<file path="config.mk">
export PLATFORM = sky130hd
export DESIGN_NAME = segscan_ctrl
export DESIGN_NICKNAME = d
export VERILOG_FILES = /design/src/rtl/segscan_pkg.sv /design/src/rtl/segscan_timer.sv /design/src/rtl/segscan_regbank.sv /design/src/rtl/segscan_glyph.sv /design/src/rtl/segscan_ctrl.sv
export SDC_FILE = /design/constraint.sdc
export NUM_CORES = 1
export LEC_CHECK = 0
export BUFFER_PORTS_ARGS = -buffer_cell sky130_fd_sc_hd__buf_2
export CORE_MARGIN = 3
export CORE_UTILIZATION = 30
export DETAILED_ROUTE_END_ITERATION = 10
export MAX_ROUTING_LAYER = met4
export PLACE_DENSITY_LB_ADDON = 0.08
export SYNTH_ARGS = -nofsm -noshare
export SYNTH_HDL_FRONTEND = slang
export SYNTH_HIERARCHICAL = 1
export SYNTH_SLANG_ARGS = --single-unit
export TNS_END_PERCENT = 20
</file>
<file path="constraint.sdc">
create_clock -name clk -period 2.6 [get_ports clk]
set_input_delay 0 -clock clk [delete_from_list [all_inputs] [get_ports clk]]
set_output_delay 0 -clock clk [all_outputs]
set_load 0.05 [all_outputs]
</file>
<file path="src/rtl/segscan_pkg.sv">
// Package segscan_pkg
// Shared segment word type and the decode-mode font.
// Assumes segment words are ordered {dp,a,b,c,d,e,f,g}, active high.
package segscan_pkg;

    typedef logic [7:0] seg_t;

    // Maps a 4-bit digit code to segments a..g (bit 6 = a, bit 0 = g).
    function automatic logic [6:0] glyph7(input logic [3:0] code);
        logic [6:0] pat;
        case (code)
            4'h0: pat = 7'h7E;
            4'h1: pat = 7'h30;
            4'h2: pat = 7'h6D;
            4'h3: pat = 7'h79;
            4'h4: pat = 7'h33;
            4'h5: pat = 7'h5B;
            4'h6: pat = 7'h5F;
            4'h7: pat = 7'h72;
            4'h8: pat = 7'h7F;
            4'h9: pat = 7'h7B;
            4'hA: pat = 7'h01;
            4'hB: pat = 7'h4F;
            4'hC: pat = 7'h37;
            4'hD: pat = 7'h0D;
            4'hE: pat = 7'h0F;
            default: pat = 7'h00;
        endcase
        return pat;
    endfunction

endpackage

</file>
<file path="src/rtl/segscan_timer.sv">
// Module segscan_timer
// Slot prescaler and digit index. Every digit is lit for SLOT_CYCLES
// clocks, and the index steps upward and wraps after the last digit.
// Assumes SLOT_CYCLES >= 2 and NUM_DIGITS is a power of two.
module segscan_timer #(
    parameter int NUM_DIGITS  = 8,
    parameter int SLOT_CYCLES = 4,
    localparam int IDX_W = $clog2(NUM_DIGITS),
    localparam int CNT_W = $clog2(SLOT_CYCLES)
) (
    input  logic             clk,
    input  logic             rst_n,
    output logic [IDX_W-1:0] digit_idx,
    output logic [CNT_W-1:0] slot_cnt,
    output logic             slot_last
);

    localparam logic [CNT_W-1:0] CNT_LAST = CNT_W'(SLOT_CYCLES - 1);
    localparam logic [IDX_W-1:0] IDX_LAST = IDX_W'(NUM_DIGITS - 1);

    assign slot_last = (slot_cnt == CNT_LAST);

    // Counts clocks within a slot and steps the digit index at the slot end.
    always_ff @(posedge clk) begin
        if (!rst_n) begin
            slot_cnt  <= '0;
            digit_idx <= '0;
        end else if (slot_last) begin
            slot_cnt  <= '0;
            digit_idx <= (digit_idx == IDX_LAST) ? '0 : digit_idx + IDX_W'(1);
        end else begin
            slot_cnt  <= slot_cnt + CNT_W'(1);
        end
    end

    // the index holds inside a slot
    a_r2_hold_in_slot: assert property (@(posedge clk) disable iff (!rst_n)
        !slot_last |=> $stable(digit_idx));

    // the index advances by one, wrapping after the last digit
    a_r2_step_wrap: assert property (@(posedge clk) disable iff (!rst_n)
        slot_last |=> digit_idx == (($past(digit_idx) == IDX_LAST) ? '0
                                    : $past(digit_idx) + IDX_W'(1)));

endmodule

</file>
<file path="src/rtl/segscan_regbank.sv">
// Module segscan_regbank
// Host-writable staging registers plus the display copy that is loaded
// at every slot boundary, together with the mode input.
// Assumes the write range is judged against the live mode input.
module segscan_regbank #(
    parameter int NUM_DIGITS = 8,
    localparam int NREG   = NUM_DIGITS / 2,
    localparam int ADDR_W = $clog2(NREG) + 1
) (
    input  logic                  clk,
    input  logic                  rst_n,
    input  logic                  wr_en,
    input  logic [ADDR_W-1:0]     wr_addr,
    input  logic [15:0]           wr_data,
    input  logic                  mode_decode,
    input  logic                  slot_last,
    output logic [NREG-1:0][15:0] view_regs,
    output logic                  view_decode
);

    localparam int DEC_REGS = 1 + NUM_DIGITS / 4;
    localparam logic [ADDR_W-1:0] DEC_LIM = ADDR_W'(DEC_REGS);
    localparam logic [ADDR_W-1:0] RAW_LIM = ADDR_W'(NREG);

    logic [15:0] stage [NREG];
    logic        addr_ok;

    assign addr_ok = wr_addr < (mode_decode ? DEC_LIM : RAW_LIM);

    for (genvar r = 0; r < NREG; r++) begin : g_stage
        // Accepts an in-range host write into staging register r.
        always_ff @(posedge clk) begin
            if (!rst_n)
                stage[r] <= '0;
            else if (wr_en && addr_ok && wr_addr == ADDR_W'(r))
                stage[r] <= wr_data;
        end

        // out-of-range writes leave staging untouched
        a_r9_ignore_range: assert property (@(posedge clk) disable iff (!rst_n)
            (wr_en && !addr_ok) |=> $stable(stage[r]));
    end

    // Loads the display copy and the mode at each slot boundary.
    always_ff @(posedge clk) begin
        if (!rst_n) begin
            view_regs   <= '0;
            view_decode <= mode_decode;
        end else if (slot_last) begin
            for (int r = 0; r < NREG; r++) view_regs[r] <= stage[r];
            view_decode <= mode_decode;
        end
    end

    // the displayed contents change only at a slot boundary
    a_r8_view_steady: assert property (@(posedge clk) disable iff (!rst_n)
        !slot_last |=> ($stable(view_regs) && $stable(view_decode)));

endmodule

</file>
<file path="src/rtl/segscan_glyph.sv">
// Module segscan_glyph
// Selects the lit digit's field from the display copy and forms its
// segment word, either through the font or as a raw byte, with blanking.
// Assumes NUM_DIGITS is 8 or 16.
module segscan_glyph
    import segscan_pkg::*;
#(
    parameter int NUM_DIGITS = 8,
    localparam int NREG  = NUM_DIGITS / 2,
    localparam int IDX_W = $clog2(NUM_DIGITS),
    localparam int REG_W = $clog2(NREG)
) (
    input  logic [NREG-1:0][15:0] view_regs,
    input  logic                  view_decode,
    input  logic [IDX_W-1:0]      digit_idx,
    input  logic                  blank,
    output seg_t                  seg
);

    logic [REG_W-1:0] dec_sel;
    logic [REG_W-1:0] raw_sel;
    logic [3:0]       nib_lo;
    logic [3:0]       byte_lo;
    logic [3:0]       dp_pos;
    logic [3:0]       code;
    logic             dp;
    logic [7:0]       raw;

    // Computes which register and bit offset hold the lit digit.
    always_comb begin
        dec_sel = REG_W'((digit_idx >> 2) + IDX_W'(1));
        raw_sel = REG_W'(digit_idx >> 1);
        nib_lo  = {digit_idx[1:0], 2'b00};
        byte_lo = {digit_idx[0], 3'b000};
        dp_pos  = 4'(digit_idx);
    end

    // Picks the digit's code, decimal point and raw byte, then forms segments.
    always_comb begin
        code = view_regs[dec_sel][nib_lo +: 4];
        dp   = view_regs[0][dp_pos];
        raw  = view_regs[raw_sel][byte_lo +: 8];
        if (blank)
            seg = '0;
        else if (view_decode)
            seg = {dp, glyph7(code)};
        else
            seg = raw;
    end

endmodule

</file>
<file path="src/rtl/segscan_ctrl.sv">
// Module segscan_ctrl
// Top of the multiplexed seven-segment controller: timer, register bank
// and glyph former, plus the one-hot digit select.
// Assumes a common-cathode display with active-high segment and digit lines.
module segscan_ctrl
    import segscan_pkg::*;
#(
    parameter int NUM_DIGITS  = 8,
    parameter int SLOT_CYCLES = 4,
    localparam int ADDR_W = $clog2(NUM_DIGITS / 2) + 1
) (
    input  logic                  clk,
    input  logic                  rst_n,
    input  logic                  mode_decode,
    input  logic                  wr_en,
    input  logic [ADDR_W-1:0]     wr_addr,
    input  logic [15:0]           wr_data,
    output logic [7:0]            seg_out,
    output logic [NUM_DIGITS-1:0] digit_sel
);

    localparam int NREG  = NUM_DIGITS / 2;
    localparam int IDX_W = $clog2(NUM_DIGITS);
    localparam int CNT_W = $clog2(SLOT_CYCLES);

    logic [IDX_W-1:0]      digit_idx;
    logic [CNT_W-1:0]      slot_cnt;
    logic                  slot_last;
    logic [NREG-1:0][15:0] view_regs;
    logic                  view_decode;
    seg_t                  seg;

    segscan_timer #(.NUM_DIGITS(NUM_DIGITS), .SLOT_CYCLES(SLOT_CYCLES)) u_timer (
        .clk       (clk),
        .rst_n     (rst_n),
        .digit_idx (digit_idx),
        .slot_cnt  (slot_cnt),
        .slot_last (slot_last)
    );

    segscan_regbank #(.NUM_DIGITS(NUM_DIGITS)) u_regbank (
        .clk         (clk),
        .rst_n       (rst_n),
        .wr_en       (wr_en),
        .wr_addr     (wr_addr),
        .wr_data     (wr_data),
        .mode_decode (mode_decode),
        .slot_last   (slot_last),
        .view_regs   (view_regs),
        .view_decode (view_decode)
    );

    segscan_glyph #(.NUM_DIGITS(NUM_DIGITS)) u_glyph (
        .view_regs   (view_regs),
        .view_decode (view_decode),
        .digit_idx   (digit_idx),
        .blank       (slot_cnt == '0),
        .seg         (seg)
    );

    assign seg_out = seg;

    for (genvar g = 0; g < NUM_DIGITS; g++) begin : g_sel
        // Enables digit g while the scan index points at it.
        assign digit_sel[g] = (digit_idx == IDX_W'(g));
    end

    // exactly one digit is enabled at any time
    a_r2_onehot: assert property (@(posedge clk) disable iff (!rst_n)
        $onehot(digit_sel));

    // the segment lines are dark whenever the selected digit changes
    a_r3_blank_on_change: assert property (@(posedge clk) disable iff (!rst_n)
        !$stable(digit_sel) |-> seg_out == 8'h00);

endmodule

</file>
==> results_dict.tcl <==
set metrics [dict create \
    required_ps 2600 \
    insertion_delay_ps 420 \
    grt_max_degree 37 \
    via_per_inst 4.90 \
    dp_hpwl_um 12600 \
    remaining_drc_errors 0 \
    fp.dieArea_um2 24000 \
    p_per_area_nw_per_um2 670 \
    crit_type "reg2out" \
    ys_seq_area_share_pct 50.2 \
    start_util_pct 31.0 \
    cts.sinks 134 \
    htree_levels 4 \
    post-route-period-util_pct 99.7 \
    area.growth.synth_to_final_pct 25.8 \
    boundaryPins 39 \
    crit_fanout 7 \
    cts_root_buffer "clkbuf_16" \
    fillers 2031 \
    synth_edf_count 65 \
    maxCapViolCount 0 \
    syn_area_um2 6650 \
    nNetsFinal 652 \
    holdCritPathClass "in2reg" \
    synth_top_cell_by_area "edfxtp_1" \
    relSlewSlack_pct 43.0 \
    wl_per_cell_um 19.5 \
    post-route-min-period_ps 2590 \
    ir_drop_mv 0.473 \
    cts_tree "yes" \
    portBuffers 38 \
    clockBufferDepth 2 \
    gp_congestion 0.806 \
    ys_async_sr_fraction_pct 0 \
    cp-end-kind "output port" \
    grt_util_all_layers_pct 15.5 \
    drt-initial-drc-count 205 \
    rows 53 \
    synth-warning-count 6 \
    slew_viol_final 0 \
    synth_area_leaders "edfxtp_1 (29%), dfxtp_1 (21%), mux2i_1 (11%), mux4_2 (8.1%), nor2b_1 (6.9%)" \
    grt_pass1_vias 4458 \
    arrival_ps 2590 \
    netlist.area_leader.share_pct 29.4 \
    worstSetupStartpointType "flop" \
    core-area_um2 21400 \
    cts.reportedPaths.clkPinSlew_ps 60 \
    hold_viol 0 \
    status "complete, no violations" \
    fmax_mhz 386 \
    die_w_um 155 \
    grt_overflow 0 \
    drt-total-wl_um 17700 \
    dieHeight_um 155 \
    worstMarginPinSlew_ps 852 \
    syn_inst 543 \
    synth-seq-cells 134 \
    syn-num-nets 577 \
    setup_violations 0 \
    firstDrtPassIters 4 \
    rsz0062_at_grt "yes" \
    power_mw 5.60 \
    synth_area_per_cell_um2 12.2 \
    grt_pass1_wl_um 27500 \
    ant_nets 0 \
    drive_above_1_share_pct 30.3 \
    dominantRegCellSynth "dfxtp_1" \
    fin_setup_tns_ps 0 \
    num_vias 4431 \
    antenna_cells 0 \
    grt_antenna_before_repair 0 \
    whs_ps 140 \
    p_leak_nw 2.88 \
    skew_ps 7.53 \
    cts_buffers 17 \
    ys_types 54 \
]
final timing paths:
check             slack (ps)                                   end  cells after the start                           startpoint
setup / recovery           8                            seg_out[1]                      9    u_timer/digit_idx[2]$_SDFFE_PN0N_
hold / removal           140   u_regbank/view_regs[8]$_SDFFE_PN0P_                      2                                rst_n
setup reg to reg         940  u_regbank/view_regs[61]$_SDFFE_PN0P_                      4       u_timer/slot_cnt[0]$_SDFF_PP0_
hold reg to reg          500  u_regbank/view_regs[53]$_SDFFE_PN0P_                      2  u_regbank/stage[3][5]$_SDFFCE_PN0P_
final cells by class:
type | instances | area (um^2) | share of cell area (%)
Clock buffer | 25 | 549 | 6.57
Timing Repair Buffer | 95 | 758 | 9.07
Tap cell | 275 | 344 | 4.11
Multi-Input combinational cell | 348 | 3200 | 38.3
Inverter | 22 | 85.1 | 1.02
Clock inverter | 6 | 83.8 | 1.00
Sequential cell | 134 | 3340 | 39.9
registers in the layout, summed over array words and instances, names as in the netlist:
register	count
u_regbank/stage	64
u_regbank/view_decode	1
u_regbank/view_regs	64
u_timer/digit_idx	3
u_timer/slot_cnt	2
power by group:
part           switching [mW]  leakage, nW  total, mW  internal [mW]
logic                   0.378         1.38      0.654          0.276
clock network           0.888        0.315       2.54           1.65
registers              0.0836         1.18       2.41           2.32
total                    1.35         2.88       5.60           4.25
per-stage QoR:
stage / utilization [%] / std cells / worst slack (ps) / instance area, um^2
after CTS: 38.4 / 901 / -53.0 / 8230
after floorplan: - / 543 / -1.13 / 6740
after global routing: 39.0 / 905 / -111 / 8360
after detailed placement: 34.0 / 849 / 37.6 / 7290
final: 39.0 / 905 / 7.93 / 8360
after global placement: 34.0 / 849 / 93.1 / 7290
Yosys cell counts, drive strengths merged (4+ instances only):
cell / instances
a211oi: 9
a21oi: 4
and3b: 4
and4: 16
buf: 25
clkbuf: 14
dfxtp: 69
edfxtp: 65
ha: 11
inv: 22
mux2i: 71
mux4: 26
nand2: 29
nor2: 6
nor2b: 74
nor3: 55
nor3b: 5
o21ai: 6
layer usage:
layer	GRT usage, %	routed length, um	up-vias
li1	-	-	2144
met1	23.2	9270	2169
met2	21.3	7470	104
met3	2.91	718	14
met4	4.58	198	0
met5	-	0	-
critical path, stage by stage, from the launching register on:
cell	delay, ps
dfxtp_4	390
mux4_2	520
mux2_4	340
inv_4	80
ha_4	180
nor3_1	60
a31oi_1	150
o31ai_1	110
o32ai_2	140
buf_6	200
cell families after synthesis:
group	Yosys count	synth area share (%)
compound gates	31	3.60
fa+ha+maj	11	2.07
buf+inv	61	4.93
flops	134	50.2
mux	99	20.0
simple gates	207	19.2
repair_timing:
action                                  in CTS  in global routing
buffers inserted                             4                  3
pin swaps                                    9                 10
endpoints found under the hold margin       55                  0
endpoints found under the setup margin       7                  7
cloned                                       0                  1
hold buffers                                17                  0
resized for setup                           34                 25
placed cells by master, fill, tap and decap left out, types with 4 or more instances in the layout:
| cell type | Yosys | layout |
|---|---|---|
| nor3_1 | 45 | 43 |
| a211oi_1 | 9 | 6 |
| mux2i_1 | 71 | 69 |
| nand2_1 | 29 | 26 |
| and4_1 | 16 | 16 |
| nor2_1 | 5 | 4 |
| dfxtp_1 | 69 | 67 |
| and3b_2 | 4 | 4 |
| dlygate4sd3_1 | 0 | 17 |
| o21ai_1 | 1 | 6 |
| edfxtp_1 | 65 | 65 |
| inv_1 | 21 | 19 |
| mux4_2 | 24 | 26 |
| clkbuf_16 | 0 | 20 |
| buf_6 | 10 | 12 |
| nor3_2 | 10 | 11 |
| buf_2 | 11 | 32 |
| ha_1 | 11 | 5 |
| buf_4 | 2 | 31 |
| nor2b_1 | 73 | 73 |
| nor3b_1 | 4 | 4 |
(Power assumes the default switching activity.)
